==> src/rtl/fcd_pkg.sv <==
package fcd_pkg;

  localparam int PH_W   = 3;
  localparam int PH_CNT = 1 << PH_W;

  typedef logic [PH_W-1:0] phase_t;

endpackage

==> src/rtl/fcd_phase_gen.sv <==
// Free-running phase index: the oscillator phase of the current fast tick.
module fcd_phase_gen
  import fcd_pkg::*;
(
  input  logic   clk,
  input  logic   srst,
  output phase_t ph
);

  always_ff @(posedge clk) begin
    if (srst) ph <= '0;
    else      ph <= ph + phase_t'(1);
  end

endmodule

==> src/rtl/fcd_rise_ctr.sv <==
// Counter A: decides rising edges, accumulates the fractional phase and
// latches the divide settings at each period start.
module fcd_rise_ctr
  import fcd_pkg::*;
#(
  parameter int W  = 8,
  localparam int CW = W + 1
) (
  input  logic          clk,
  input  logic          srst,
  input  logic          en,
  input  phase_t        ph,
  input  logic [W-1:0]  div_int,
  input  logic [2:0]    div_frac,
  output logic          rise,
  output logic          run,
  output phase_t        cur_ph,
  output logic [CW-1:0] cyc,
  output logic [CW-1:0] hi_cyc
);

  localparam logic [W-1:0] MIN_DIV = W'(2);

  phase_t        nxt_q;
  logic [CW-1:0] tgt_q;
  logic [W-1:0]  eff_n;
  logic [PH_W:0] sum;
  logic          wrap;

  assign eff_n = (div_int < MIN_DIV) ? MIN_DIV : div_int;
  assign sum   = {1'b0, nxt_q} + {1'b0, div_frac};
  assign wrap  = (ph == phase_t'(PH_CNT - 1));

  assign rise = en && (ph == nxt_q) && (!run || (cyc == tgt_q));

  always_ff @(posedge clk) begin
    if (srst) begin
      run    <= 1'b0;
      nxt_q  <= '0;
      cur_ph <= '0;
      cyc    <= '0;
      tgt_q  <= '0;
      hi_cyc <= '0;
    end else if (!en) begin
      run <= 1'b0;
    end else if (rise) begin
      run    <= 1'b1;
      cur_ph <= ph;
      nxt_q  <= sum[PH_W-1:0];
      tgt_q  <= CW'(eff_n) + CW'(sum[PH_W]);
      hi_cyc <= CW'(eff_n >> 1);
      cyc    <= wrap ? CW'(1) : '0;
    end else if (run) begin
      cyc <= cyc + CW'(wrap);
    end
  end

endmodule

==> src/rtl/fcd_fall_ctr.sv <==
// Counter B: ends the high time on the phase the current period started on.
module fcd_fall_ctr
  import fcd_pkg::*;
#(
  parameter int W  = 8,
  localparam int CW = W + 1
) (
  input  logic          run,
  input  phase_t        ph,
  input  phase_t        cur_ph,
  input  logic [CW-1:0] cyc,
  input  logic [CW-1:0] hi_cyc,
  output logic          fall
);

  always_comb begin
    fall = run && (ph == cur_ph) && (cyc == hi_cyc);
  end

endmodule

==> src/rtl/frac_clk_div.sv <==
module frac_clk_div
  import fcd_pkg::*;
#(
  parameter int W = 8
) (
  input  logic         clk,
  input  logic         srst,
  input  logic         en,
  input  logic [W-1:0] div_int,
  input  logic [2:0]   div_frac,
  output logic         clk_o,
  output logic         period_start_o
);

  localparam int CW = W + 1;

  phase_t        ph;
  phase_t        cur_ph;
  logic          rise;
  logic          fall;
  logic          run;
  logic [CW-1:0] cyc;
  logic [CW-1:0] hi_cyc;

  fcd_phase_gen u_phase (
    .clk  (clk),
    .srst (srst),
    .ph   (ph)
  );

  fcd_rise_ctr #(.W(W)) u_rise (
    .clk      (clk),
    .srst     (srst),
    .en       (en),
    .ph       (ph),
    .div_int  (div_int),
    .div_frac (div_frac),
    .rise     (rise),
    .run      (run),
    .cur_ph   (cur_ph),
    .cyc      (cyc),
    .hi_cyc   (hi_cyc)
  );

  fcd_fall_ctr #(.W(W)) u_fall (
    .run    (run),
    .ph     (ph),
    .cur_ph (cur_ph),
    .cyc    (cyc),
    .hi_cyc (hi_cyc),
    .fall   (fall)
  );

  always_ff @(posedge clk) begin
    if (srst || !en) begin
      clk_o          <= 1'b0;
      period_start_o <= 1'b0;
    end else begin
      period_start_o <= rise;
      if (rise)      clk_o <= 1'b1;
      else if (fall) clk_o <= 1'b0;
    end
  end

endmodule

==> config.mk <==
export PLATFORM = sky130hd
export DESIGN_NAME = frac_clk_div
export DESIGN_NICKNAME = d
export VERILOG_FILES = /design/src/rtl/fcd_pkg.sv /design/src/rtl/fcd_phase_gen.sv /design/src/rtl/fcd_rise_ctr.sv /design/src/rtl/fcd_fall_ctr.sv /design/src/rtl/frac_clk_div.sv
export SDC_FILE = /design/constraint.sdc
export NUM_CORES = 1
export LEC_CHECK = 0
export ABC_AREA = 1
export BUFFER_PORTS_ARGS = -buffer_cell sky130_fd_sc_hd__buf_2
export CAP_MARGIN = 15
export CORE_MARGIN = 8
export CORE_UTILIZATION = 64
export CTS_CLUSTER_SIZE = 10
export DETAILED_ROUTE_END_ITERATION = 10
export PLACE_DENSITY_LB_ADDON = 0.08
export SYNTH_ARGS = -nofsm -noshare
export SYNTH_HDL_FRONTEND = slang
export SYNTH_SLANG_ARGS = --single-unit
==> constraint.sdc <==
create_clock -name clk -period 3.55 [get_ports clk]
set_input_delay 1.065 -clock clk [delete_from_list [all_inputs] [get_ports clk]]
set_output_delay 1.065 -clock clk [all_outputs]
set_load 0.005 [all_outputs]
==> results_dict.tcl <==
set metrics [dict create \
    outcome "complete, no violations" \
    synthXorXnorAreaFrac_pct 9.44 \
    tns_ps 0 \
    io_buffers 15 \
    antenna_found_initial 0 \
    via_count 1749 \
    min_path_type "flip-flop to flip-flop" \
    internal-power_uw 745 \
    path_common_cell "ha_1" \
    required_ps 3810 \
    htreeDepth 2 \
    met1_usage_pct 22.1 \
    die_y_um 72.5 \
    reg2reg_from "u_rise.nxt_q[2]" \
    clkSinkCount 37 \
    power.density_nw_per_um2 498 \
    pwr-share-clk_pct 28.2 \
    core_area_sq_um 3050 \
    synth_top_family_by_area "simple AND/OR/NAND/NOR gates" \
    ys_types 26 \
    area_delta_synth_final_pct 7.78 \
    crit_start "div_frac[2]" \
    routed_wl_mm 3.93 \
    seq_area_frac_synth_pct 36.3 \
    tritoncts "built" \
    clock.fmax_mhz 412 \
    chipWidth_um 72.5 \
    drtAntennaViolNets 0 \
    hold_ws_ps 489 \
    switching_share_pct 32.1 \
    seq_power_share_pct 46.7 \
    p_leak_nw 1.06 \
    fin_crit_sh_pct 68.3 \
    cts-root-buf "clkbuf_4" \
    hp-start "u_rise.hi_cyc[6]" \
    firstDrtPassIters 4 \
    finalHoldViolCount 0 \
    first_iter_violations 108 \
    drv_slew 0 \
    skew_ps 11.2 \
    dpl_cell_area_sq_um 2120 \
    cp.arrival_ps 2680 \
    tightest_slew_ps 659 \
    avgSynthCellArea_sq_um 7.02 \
    wl_per_cell_um 11.2 \
    post_cts.repair.setup_buffers 0 \
    maxCapViolations 0 \
    path_max_fanout 3 \
    grt_pass1_vias 1595 \
    clk_latency_ps 350 \
    gp_congestion 0.865 \
    clkTransAtPathRegs_ps 110 \
    io_pins 16 \
    p_total_mw 1.10 \
    start_util_pct 66.9 \
    syn-cell-area_sq_um 2040 \
    period_minus_slack_ps 2420 \
    synth-simple-area-share_pct 30.1 \
    cts-buffers-inserted 5 \
    hpwl_mm 2.98 \
    slowest_delay_ps 320 \
    final_nets 330 \
    rsz0062_at_grt "no" \
    max-slew-margin-rel_pct 56.0 \
    grt_pass1_wl_mm 6.93 \
    met2_usage_pct 25.2 \
    clock_path_buffers 2 \
    final.fill_count 275 \
    power_frac_comb_pct 25.1 \
    antennaDiodeCount 0 \
    rows 20 \
    cts-resized-gates 0 \
    crit_chain "buf_2 -> ha_1 -> a21oi_1 -> nand2_1 -> ha_1 -> ha_1 -> nand3_1 -> nor3_1 -> xor2_1 -> o21ai_0 -> nor2_1" \
    ys_ff_latch 37 \
    final_common_cell "nor2_1" \
    cts_hold_buf 0 \
    irDropWorstVdd_uv 274 \
    critical_path_class "primary input to flip-flop" \
    p_switching_uw 351 \
    met3_usage_pct 3.86 \
    via_per_inst 4.98 \
    utilization_pct 72.1 \
    syn_nets 315 \
    syn_inst 291 \
    layout_common_cells "63 x nor2_1, 62 x nand2_1, 37 x dfxtp_1" \
    grt_max_degree 26 \
    muxShareOfSynthArea_pct 0 \
    finalSetupViolCount 0 \
    drive_gt1_share_pct 9.77 \
    grt_overflow_total 0 \
    fin_area_sq_um 2200 \
    synth-adder-area-share_pct 6.50 \
    drcViolationCount 0 \
    critPathLaunchType "primary input" \
    die_area_sq_um 5250 \
    grt-busiest-layer "met2" \
    grt_usage_pct 16.8 \
    synth-compound-area-share_pct 8.03 \
    cp_slowest_cell "ha_1" \
    ys_warn_count 0 \
    cp-end-kind "flip-flop" \
]
[kinds of logic (layout without fill, tap and decap cells)]
logic type,count (synthesis),after routing
buf+inv,43,59
fa+ha+maj,10,10
xor+xnor,22,22
flops,37,37
compound gates,32,32
simple gates,147,147
[registers in the layout, indices dropped and copies added, names as in the netlist]
signal and count:
u_rise.nxt_q 3, u_rise.hi_cyc 7, u_rise.tgt_q 9, u_phase.ph 3, u_rise.cur_ph 3, clk_o 1, u_rise.run 1, u_rise.cyc 9
period_start_o 1
[through the flow]
step                setup WS [ps]  cells
CTS                          1120    351
global placement              789    343
floorplan                     957    291
detailed placement            742    343
global route                  946    351
finish                       1130    351
[final cells by class]
type	count	area [sq um]	share of cell area, %
multi-input combinational	211	1100	50.2
sequential	37	741	33.7
inverter	36	140	6.37
timing repair buffer	15	75.1	3.41
clock buffer	7	55.1	2.50
tap	44	55.1	2.50
clock inverter	1	30.0	1.36
[worst max-delay path, delay by kind of cell]
kind,cells,cell delay [ps]
compound gates,2,290
xor+xnor,1,140
fa+ha+maj,3,730
buf+inv,1,100
simple gates,4,350
[synth_stat cells, drive strengths merged]
| cell type | number | area, sq um |
|---|---|---|
| nand4 | 2 | 12.5 |
| and3 | 1 | 6.26 |
| inv | 36 | 140 |
| xnor2 | 4 | 35.0 |
| nor3 | 2 | 10.0 |
| a31oi | 1 | 6.26 |
| a21oi | 8 | 40.0 |
| o22ai | 2 | 12.5 |
| buf | 5 | 48.8 |
| o21ai | 21 | 105 |
| nor4 | 3 | 18.8 |
| fa | 1 | 20.0 |
| dfxtp | 37 | 741 |
| nand2 | 64 | 264 |
| xor2 | 18 | 158 |
| ha | 9 | 113 |
| nor2 | 65 | 249 |
| clkbuf | 2 | 7.51 |
| nand3 | 10 | 55.1 |
[power groups by stage]
stage | Sequential, mW | Combinational [mW] | Clock [mW]
after floorplan | 0.510 | 0.239 | 0
final | 0.512 | 0.275 | 0.309
after detailed placement | 0.521 | 0.276 | 0
after global routing | 0.519 | 0.324 | 0.323
after CTS | 0.511 | 0.278 | 0.312
after global placement | 0.519 | 0.271 | 0
[final timing paths]
path	endpoint	slack, ps	cells after the start
worst min register to register	u_rise.hi_cyc[6]	490	2
worst max-delay path	u_rise.tgt_q[6]	1130	11
worst max register to register	u_rise.tgt_q[6]	1550	10
worst min-delay path	u_rise.hi_cyc[6]	490	2
[metal layers]
layer | up-vias | part of all wire (%)
met5 | - | 0
met4 | 0 | 1.9
met3 | 8 | 3.9
met2 | 28 | 44
met1 | 777 | 50
li1 | 936 | -
Power figures use the tool's default switching activity.
